File: src/rtl/excp_mode_pkg.sv
package excp_mode_pkg;

  localparam int NUM_EXC = 7;
  localparam int NUM_BANKS = 5;
  localparam int BANK_W = 3;

  typedef enum logic [4:0] {
    MODE_USR = 5'h10,
    MODE_FIQ = 5'h11,
    MODE_IRQ = 5'h12,
    MODE_SVC = 5'h13,
    MODE_ABT = 5'h17,
    MODE_UND = 5'h1B,
    MODE_SYS = 5'h1F
  } mode_e;

  // index order is the priority order, 0 highest
  typedef enum logic [2:0] {
    EXC_RST  = 3'd0,
    EXC_DABT = 3'd1,
    EXC_FIQ  = 3'd2,
    EXC_IRQ  = 3'd3,
    EXC_PABT = 3'd4,
    EXC_UND  = 3'd5,
    EXC_SWI  = 3'd6
  } exc_e;

  typedef struct packed {
    logic [3:0]  flags;
    logic [19:0] rsvd;
    logic        i;
    logic        f;
    logic        t;
    logic [4:0]  mode;
  } status_t;

  function automatic logic mode_legal(input logic [4:0] m);
    case (m)
      MODE_USR, MODE_FIQ, MODE_IRQ, MODE_SVC,
      MODE_ABT, MODE_UND, MODE_SYS: mode_legal = 1'b1;
      default:                      mode_legal = 1'b0;
    endcase
  endfunction

  // user and system share the unbanked registers: no bank index
  function automatic logic [BANK_W-1:0] mode_bank(input logic [4:0] m);
    case (m)
      MODE_SVC: mode_bank = BANK_W'(0);
      MODE_ABT: mode_bank = BANK_W'(1);
      MODE_UND: mode_bank = BANK_W'(2);
      MODE_IRQ: mode_bank = BANK_W'(3);
      MODE_FIQ: mode_bank = BANK_W'(4);
      default:  mode_bank = BANK_W'(NUM_BANKS);
    endcase
  endfunction

endpackage

File: src/rtl/excp_prio_arb.sv
module excp_prio_arb #(
  parameter int N = 7,
  localparam int IW = (N > 1) ? $clog2(N) : 1
) (
  input  logic [N-1:0]  req_i,
  output logic          valid_o,
  output logic [IW-1:0] idx_o,
  output logic [N-1:0]  gnt_o
);

  always_comb begin
    valid_o = 1'b0;
    idx_o   = '0;
    gnt_o   = '0;
    for (int k = 0; k < N; k++) begin
      if (req_i[k] && !valid_o) begin
        valid_o  = 1'b1;
        idx_o    = IW'(k);
        gnt_o[k] = 1'b1;
      end
    end
  end

endmodule

File: src/rtl/excp_vector_map.sv
module excp_vector_map
  import excp_mode_pkg::*;
(
  input  exc_e       kind_i,
  output logic [4:0] mode_o,
  output logic [4:0] vec_ofs_o,
  output logic       set_f_o
);

  always_comb begin
    set_f_o = 1'b0;
    case (kind_i)
      EXC_RST:  begin mode_o = MODE_SVC; vec_ofs_o = 5'h00; set_f_o = 1'b1; end
      EXC_DABT: begin mode_o = MODE_ABT; vec_ofs_o = 5'h10; end
      EXC_FIQ:  begin mode_o = MODE_FIQ; vec_ofs_o = 5'h1C; set_f_o = 1'b1; end
      EXC_IRQ:  begin mode_o = MODE_IRQ; vec_ofs_o = 5'h18; end
      EXC_PABT: begin mode_o = MODE_ABT; vec_ofs_o = 5'h0C; end
      EXC_UND:  begin mode_o = MODE_UND; vec_ofs_o = 5'h04; end
      EXC_SWI:  begin mode_o = MODE_SVC; vec_ofs_o = 5'h08; end
      default:  begin mode_o = MODE_SVC; vec_ofs_o = 5'h00; end
    endcase
  end

endmodule

File: src/rtl/excp_bank_file.sv
module excp_bank_file #(
  parameter int AW = 32,
  parameter int SW = 32,
  parameter int NB = 5,
  parameter int BW = 3
) (
  input  logic          clk_i,
  input  logic          rst_ni,
  input  logic          wr_en_i,
  input  logic [BW-1:0] wr_bank_i,
  input  logic [AW-1:0] wr_lr_i,
  input  logic [SW-1:0] wr_sr_i,
  input  logic [BW-1:0] rd_bank_i,
  output logic [AW-1:0] rd_lr_o,
  output logic [SW-1:0] rd_sr_o
);

  logic [AW-1:0] lr_arr [NB];
  logic [SW-1:0] sr_arr [NB];

  for (genvar b = 0; b < NB; b++) begin : g_bank
    logic [AW-1:0] lr_q;
    logic [SW-1:0] sr_q;

    always_ff @(posedge clk_i or negedge rst_ni) begin
      if (!rst_ni) begin
        lr_q <= '0;
        sr_q <= '0;
      end else if (wr_en_i && (wr_bank_i == BW'(b))) begin
        lr_q <= wr_lr_i;
        sr_q <= wr_sr_i;
      end
    end

    assign lr_arr[b] = lr_q;
    assign sr_arr[b] = sr_q;
  end

  always_comb begin
    rd_lr_o = '0;
    rd_sr_o = '0;
    for (int b = 0; b < NB; b++) begin
      if (rd_bank_i == BW'(b)) begin
        rd_lr_o = lr_arr[b];
        rd_sr_o = sr_arr[b];
      end
    end
  end

endmodule

File: src/rtl/excp_mode_ctrl.sv
module excp_mode_ctrl
  import excp_mode_pkg::*;
#(
  parameter int          AW       = 32,
  parameter int          LINK_OFS = 4,
  parameter logic [31:0] VEC_BASE = 32'h0
) (
  input  logic          clk_i,
  input  logic          rst_ni,
  input  logic          req_rst_i,
  input  logic          req_swi_i,
  input  logic          req_und_i,
  input  logic          req_pabt_i,
  input  logic          req_dabt_i,
  input  logic          irq_i,
  input  logic          fiq_i,
  input  logic [AW-1:0] pc_i,
  input  logic          sr_we_i,
  input  logic [31:0]   sr_wdata_i,
  input  logic          bx_valid_i,
  input  logic [AW-1:0] bx_target_i,
  output logic [4:0]    mode_o,
  output logic          priv_o,
  output logic          thumb_o,
  output logic          irq_mask_o,
  output logic          fiq_mask_o,
  output logic [31:0]   status_o,
  output logic [AW-1:0] lr_o,
  output logic [31:0]   spsr_o,
  output logic          pc_load_o,
  output logic [AW-1:0] pc_o
);

  localparam int IW = $clog2(NUM_EXC);

  status_t       sr_q, sr_d, wr_sr;
  logic [NUM_EXC-1:0] exc_req, exc_gnt;
  logic          exc_take;
  logic [IW-1:0] exc_idx;
  logic [4:0]    tgt_mode, vec_ofs;
  logic          tgt_set_f;
  logic          load_d;
  logic [AW-1:0] pc_d;

  assign exc_req[EXC_RST]  = req_rst_i;
  assign exc_req[EXC_DABT] = req_dabt_i;
  assign exc_req[EXC_FIQ]  = fiq_i & ~sr_q.f;
  assign exc_req[EXC_IRQ]  = irq_i & ~sr_q.i;
  assign exc_req[EXC_PABT] = req_pabt_i;
  assign exc_req[EXC_UND]  = req_und_i;
  assign exc_req[EXC_SWI]  = req_swi_i;

  excp_prio_arb #(.N(NUM_EXC)) i_arb (
    .req_i   (exc_req),
    .valid_o (exc_take),
    .idx_o   (exc_idx),
    .gnt_o   (exc_gnt)
  );

  excp_vector_map i_map (
    .kind_i    (exc_e'(exc_idx)),
    .mode_o    (tgt_mode),
    .vec_ofs_o (vec_ofs),
    .set_f_o   (tgt_set_f)
  );

  assign wr_sr = status_t'(sr_wdata_i);

  always_comb begin
    sr_d   = sr_q;
    load_d = 1'b0;
    pc_d   = pc_o;
    if (exc_take) begin
      sr_d.mode = tgt_mode;
      sr_d.i    = 1'b1;
      sr_d.t    = 1'b0;
      if (tgt_set_f) sr_d.f = 1'b1;
      load_d = 1'b1;
      pc_d   = AW'(VEC_BASE) + AW'(vec_ofs);
    end else begin
      if (sr_we_i) begin
        sr_d.flags = wr_sr.flags;
        if (sr_q.mode != MODE_USR) begin
          sr_d.i = wr_sr.i;
          sr_d.f = wr_sr.f;
          if (mode_legal(wr_sr.mode)) sr_d.mode = wr_sr.mode;
        end
      end
      if (bx_valid_i) begin
        sr_d.t = bx_target_i[0];
        load_d = 1'b1;
        pc_d   = {bx_target_i[AW-1:1], 1'b0};
      end
    end
  end

  always_ff @(posedge clk_i or negedge rst_ni) begin
    if (!rst_ni) begin
      sr_q      <= '{flags: 4'h0, rsvd: 20'h0, i: 1'b1, f: 1'b1, t: 1'b0, mode: MODE_SVC};
      pc_load_o <= 1'b0;
      pc_o      <= '0;
    end else begin
      sr_q      <= sr_d;
      pc_load_o <= load_d;
      pc_o      <= pc_d;
    end
  end

  excp_bank_file #(.AW(AW), .SW(32), .NB(NUM_BANKS), .BW(BANK_W)) i_banks (
    .clk_i     (clk_i),
    .rst_ni    (rst_ni),
    .wr_en_i   (exc_take),
    .wr_bank_i (mode_bank(tgt_mode)),
    .wr_lr_i   (pc_i - AW'(LINK_OFS)),
    .wr_sr_i   (sr_q),
    .rd_bank_i (mode_bank(sr_q.mode)),
    .rd_lr_o   (lr_o),
    .rd_sr_o   (spsr_o)
  );

  assign mode_o     = sr_q.mode;
  assign priv_o     = (sr_q.mode != MODE_USR);
  assign thumb_o    = sr_q.t;
  assign irq_mask_o = sr_q.i;
  assign fiq_mask_o = sr_q.f;
  assign status_o   = sr_q;

endmodule

File: config.mk
export PLATFORM = sky130hd
export DESIGN_NAME = excp_mode_ctrl
export DESIGN_NICKNAME = d
export VERILOG_FILES = /design/src/rtl/excp_mode_pkg.sv /design/src/rtl/excp_prio_arb.sv /design/src/rtl/excp_vector_map.sv /design/src/rtl/excp_bank_file.sv /design/src/rtl/excp_mode_ctrl.sv
export SDC_FILE = /design/constraint.sdc
export NUM_CORES = 1
export LEC_CHECK = 0
export ABC_AREA = 0
export BUFFER_PORTS_ARGS = -buffer_cell sky130_fd_sc_hd__buf_4
export CAP_MARGIN = 20
export CORE_ASPECT_RATIO = 0.75
export CORE_MARGIN = 1
export CORE_UTILIZATION = 50
export DETAILED_ROUTE_END_ITERATION = 7
export GPL_TIMING_DRIVEN = 0
export PLACE_DENSITY = 0.79
export SLEW_MARGIN = 10
export SYNTH_ARGS = -nofsm -noshare
export SYNTH_HDL_FRONTEND = slang
export SYNTH_SLANG_ARGS = --single-unit
File: constraint.sdc
create_clock -name clk_i -period 6.92 [get_ports clk_i]
set_input_delay 1.73 -clock clk_i [delete_from_list [all_inputs] [get_ports clk_i]]
set_output_delay 1.73 -clock clk_i [all_outputs]
set_load 0.03 [all_outputs]
## Word-level counts from Yosys, hierarchy flattened

Cells that the tools add are included.

| storage, ports and cells | value |
|---|---|
| register bits | 265 |
| output and inout port bits | 138 |
| input port bits | 107 |
| word-level logic and storage cells | 131 |

| cells by class | value |
|---|---|
| $add $sub $neg | 1 |
| bitwise gates (word level) | 5 |
| reduce and logical (&&, ||, !) cells | 31 |
| mux-type cells | 44 |
| eq/ne operators | 33 |

Operator list:

| operator | number |
|---|---|
| $mux W32 | 12 |
| $eq A5 B5 Y1 const B | 17 |
| $sub A32 B3 Y32 const B | 1 |
| $pmux W3 S5 | 2 |
| $pmux W5 S6 | 1 |
| $eq A3 B2 Y1 const B | 6 |
| $mux W1 | 17 |
| $pmux W4 S4 | 1 |
| $eq A3 B3 Y1 const B | 5 |
| $mux W5 | 3 |
| $logic_and A1 B1 Y1 | 11 |
| $eq A3 B1 Y1 const B | 3 |
| $logic_not A3 Y1 | 3 |
| $mux W3 | 3 |
| $mux W2 | 4 |
| $mux W8 | 1 |
| $reduce_bool A2 Y1 | 4 |
| $reduce_or A7 Y1 | 1 |
| $logic_not A1 Y1 | 6 |
| $reduce_and A3 Y1 | 2 |
| $ne A5 B5 Y1 const B | 1 |
| $reduce_and A2 Y1 | 2 |
| $reduce_or A2 Y1 | 2 |
| $not A1 Y1 | 3 |
| other kinds (2) | 3 |

## Longest topological paths before layout

| logic depth | value |
|---|---|
| depth after elaboration | 26 |
| gate-level depth with buffers | 7 |
| gate-level depth less buffers | 7 |

## Cells and area by module

A second synthesis with hierarchy kept.

| unflattened totals | value |
|---|---|
| cells, all modules | 1,375 |
| area total of the unflattened synthesis | 17,528.1 um^2 |

By module, submodules not included:

| module | area each (um^2) | seq. area each (um^2) | times used | cells each |
|---|---|---|---|---|
| excp_bank_file | 14,536.4 | 8,007.7 | 1 | 1,054 |
| excp_mode_ctrl | 2,772.7 | 1,132.3 | 1 | 283 |
| excp_prio_arb | 122.6 | 0.0 | 1 | 20 |
| excp_vector_map | 96.3 | 0.0 | 1 | 18 |

## Least setup slack after synthesis

OpenSTA, ideal clock, no wires.

| path | value |
|---|---|
| path type | register -> output |
| start | register sr_q (netlist bit mode_o[0]) |
| end | output port spsr_o[4] |
| arrival | 2.560 ns |
| required time | 5.190 ns |
| slack | 2.630 ns |
| stages on the path, launching flop included | 7 |
| path buffers | 2 |
| cells stage by stage | dfstp_2 > clkbuf_1 > nand2_1 > nor3_1 > clkbuf_1 > a221oi_1 > o21ai_0 |

| on the way | value |
|---|---|
| longest elaborated chain between the ends | 8 |
| elaborated cells on any way between the ends | 16 |
| those cells by class | 9 x eq/ne; 6 x mux; 1 x reduce/logical |

RTL lines:

| element | line | RTL |
|---|---|---|
| from (decl) | excp_mode_ctrl.sv:36 | `status_t sr_q, sr_d, wr_sr;` |
| from (signal assigned) | excp_mode_ctrl.sv:99 | `sr_q <= '{flags: 4'h0, rsvd: 20'h0, i: 1'b1, f: 1'b1, t: 1'b0, mode: MODE_SVC};` |
| from (signal assigned) | excp_mode_ctrl.sv:103 | `sr_q <= sr_d;` |
| $eq A5 B5 Y1 | excp_mode_pkg.sv:47 | `case (m)` |
| $pmux W3 S5 * | excp_mode_pkg.sv:47 |  |
| $logic_not A3 Y1 | excp_bank_file.sv:43 | `if (rd_bank_i == BW'(b)) begin` |
| $mux W32 (4 in a row) | excp_bank_file.sv:43 |  |
| $mux W32 * | excp_bank_file.sv:43 |  |
| to (decl) | excp_mode_ctrl.sv:29 | `output logic [31:0] spsr_o,` |

Every way passes the cells marked *; elsewhere a longest branch is shown, timed or not.

## Final worst setup path

| path | value |
|---|---|
| start | register sr_q (netlist bit mode_o[4]) |
| end | output port spsr_o[0] |

Same word-level chain as after synthesis.

==> results.yml <==
run_status:
  status: "finished clean"
floorplanning:
  core-area_um2: 23300
  die_x_um: 181
  dieArea_um2: 24700
  die_y_um: 136
  ios: 245
  start_util_pct: 51.6
  num_rows: 48
critical_path:
  end_kind: "primary output"
  critical_path.cell_chain: "clkbuf_1, nand4b_1, nor2_1, clkbuf_1, a222oi_1, a31oi_1, buf_4"
  path_max_fanout: 10
  critPathSlowestCell: "nor2_1"
  required_ns: 5.19
  worstPathArrival_ns: 3.86
  crit_top_cell: "clkbuf_1"
  cp_slowest_stage_delay_ns: 0.76
  start_kind: "flip-flop"
  crit_type: "flip-flop to primary output"
timing:
  setup_tns_ns: 0
  skew_ns: 0.0161
  max_freq_mhz: 179
  tightest_slew_ns: 0.986
  slew_headroom_pct: 33.7
  post-route-period-util_pct: 80.9
  final_hold_viol_count: 0
  setup_viol: 0
  finalMaxSlewViolations: 0
  rsz0062_at_grt: "no"
  min_period_ns: 5.59
grt:
  grt_overflow: 0
  grt_usage_pct: 29.1
  grt_start_max_net_pins: 114
  grt_antenna_before_repair: 0
  grt_pass1_vias: 10100
  grt_pass1_wl_um: 55500
clock_network:
  path_clk_slew_ns: 0.07
  cts.sinks: 264
  tritoncts: "built"
  cts_inserted_buffers: 26
  clk_latency_ns: 0.53
  post_cts_resized: 0
  htreeDepth: 1
  post-cts-setup-buffers: 0
  root_buffer: "clkbuf_16"
  hold_buffers: 0
  clock_path_buffers: 3
synth:
  synthTopCellsByCount: "dfrtp_1 (259), nand2_1 (189), nor2_1 (154)"
  netlist_top_cells_area: "dfrtp_1 (54%), nand2_1 (5.9%), mux2_2 (5.3%), o21ai_0 (5.0%), nor2_1 (4.8%)"
  syn-cell-area_um2: 12000
  synth.top_cell.area_share_pct: 53.9
  post-synth-top-area-cell: "dfrtp_1"
  async_flop_share_pct: 100
  seq_area_frac_synth_pct: 55.0
  yosysWarnings: 0
  syn_avg_cell_area_um2: 9.88
  synth-edff-count: 0
  yosys.cell_count.top_type: "dfrtp_1"
  synth-main-ff-cell: "dfrtp_1"
  yosys_register_bits: 264
  yosysUniqueCellTypes: 53
  syn_inst: 1217
pwr:
  p_per_area_nw_per_um2: 265
  ir_drop_uv: 167
  p_leak_nw: 6.86
  p_total_mw: 3.94
finish:
  nFillCells: 1901
  layout.nets: 1577
  drive_gt1_share_pct: 24.2
  fin_util_pct: 63.9
  area_delta_synth_final_pct: 23.9
  num_antenna_cells: 0
  final_area_um2: 14900
  final_cells: 1789
min_path:
  hold_class: "flip-flop to flip-flop"
drt:
  dr_total_vias: 10500
  vias_per_cell: 5.86
  drc: 0
  drtIter0Drc: 1190
  finalWirelength_um: 35800
  ant_nets: 0
  drt_pass1_iterations: 7
  wl_per_cell_um: 20.0
placed_design:
  placed_area_um2: 14000
  dp.cells: 1740
  port_buffers: 181
  routabilityCongestion: 0.848
  dp_hpwl_um: 24900
run:
  drv_cap: 0
==> layer usage <==
layer | up-vias | global-route usage (%) | routed length, µm
met5 | - | 0 | 0
met4 | 0 | 8.15 | 829
met3 | 72 | 7.07 | 3690
met2 | 550 | 44.7 | 16200
met1 | 5225 | 41.4 | 15100
li1 | 4636 | - | -
==> critical path: cells and delay by family, from the launching register on <==
kind	cells	cell delay (ns)
buf+inv	3	1.14
flops	1	0.56
compound gates	2	0.61
simple gates	2	1.04
==> registers in the layout, summed over array words and instances (netlist names) <==
| register | flops |
|---|---|
| fiq_mask_o | 1 |
| i_banks.g_bank.lr_q | 160 |
| i_banks.g_bank.sr_q | 60 |
| irq_mask_o | 1 |
| mode_o | 5 |
| pc_load_o | 1 |
| pc_o | 31 |
| status_o | 4 |
| thumb_o | 1 |
==> layout by cell type, fill, tap and decap left out, types with 6 or more instances in the layout <==
cell | Yosys | routed
o2bb2ai_1 | 21 | 21
dfrtp_1 | 259 | 259
nor3_1 | 13 | 13
mux2_2 | 57 | 57
clkinv_2 | 0 | 6
a222oi_1 | 18 | 18
nor2_1 | 154 | 154
clkbuf_16 | 0 | 27
nor4_1 | 11 | 11
a31oi_1 | 18 | 18
nand2_1 | 189 | 189
a22oi_1 | 20 | 20
buf_4 | 49 | 229
conb_1 | 1 | 41
o21ai_0 | 121 | 121
clkbuf_1 | 73 | 75
a221oi_1 | 7 | 7
or2_2 | 7 | 7
o22ai_1 | 6 | 6
a21oi_1 | 67 | 67
xnor2_1 | 23 | 23
mux2i_1 | 33 | 33
==> path summary, 6_finish.rpt <==
kind	from	endpoint	slack, ns	cells past startpoint
setup reg to reg	fiq_mask_o	i_banks.g_bank[0].lr_q[12]	4.14	7
hold / removal	i_banks.g_bank[2].lr_q[24]	i_banks.g_bank[2].lr_q[24]	0.48	2
hold reg to reg	i_banks.g_bank[2].lr_q[24]	i_banks.g_bank[2].lr_q[24]	0.48	2
setup / recovery	mode_o[4]	spsr_o[0]	1.33	7
max in group asynchronous	rst_ni	i_banks.g_bank[3].lr_q[6]	4.94	2
min in group asynchronous	rst_ni	status_o[28]	1.09	1
==> power by group <==
part           switching, mW  internal, mW
Sequential            0.0848          1.68
Combinational          0.423         0.260
Clock                  0.609         0.880
Total                   1.12          2.83
==> area by class of cell <==
type	count	area, µm²	area share (%)
tap	300	375	2.52
timing repair buffer	184	1430	9.58
clock buffer	34	752	5.05
sequential	264	6610	44.4
inverter	5	18.8	0.126
buffer	129	677	4.55
multi-input combinational	859	4870	32.7
clock inverter	14	160	1.08
==> logic make-up (layout without fill, tap and decap cells) <==
logic type      after synthesis  in the layout  synth area share [%]
buf+inv                     134            366                  5.79
other cells                   1             41                0.0312
flops                       264            264                  55.0
compound gates              287            287                  14.4
simple gates                413            413                  14.6
mux                          90             90                  8.09
xor+xnor                     27             27                  1.97
fa+ha+maj                     1              1                 0.104
==> metrics by stage <==
| stage | hold WS [ns] | setup WS, ns |
|---|---|---|
| final | 0.478 | 1.33 |
| after global routing | 0.498 | 1.25 |
| after CTS | 0.480 | 1.33 |
| after detailed placement | 0.466 | 1.92 |
| after global placement | 0.457 | 1.96 |
| after floorplan | 0.445 | 2.63 |
(Power assumes the default switching activity.)
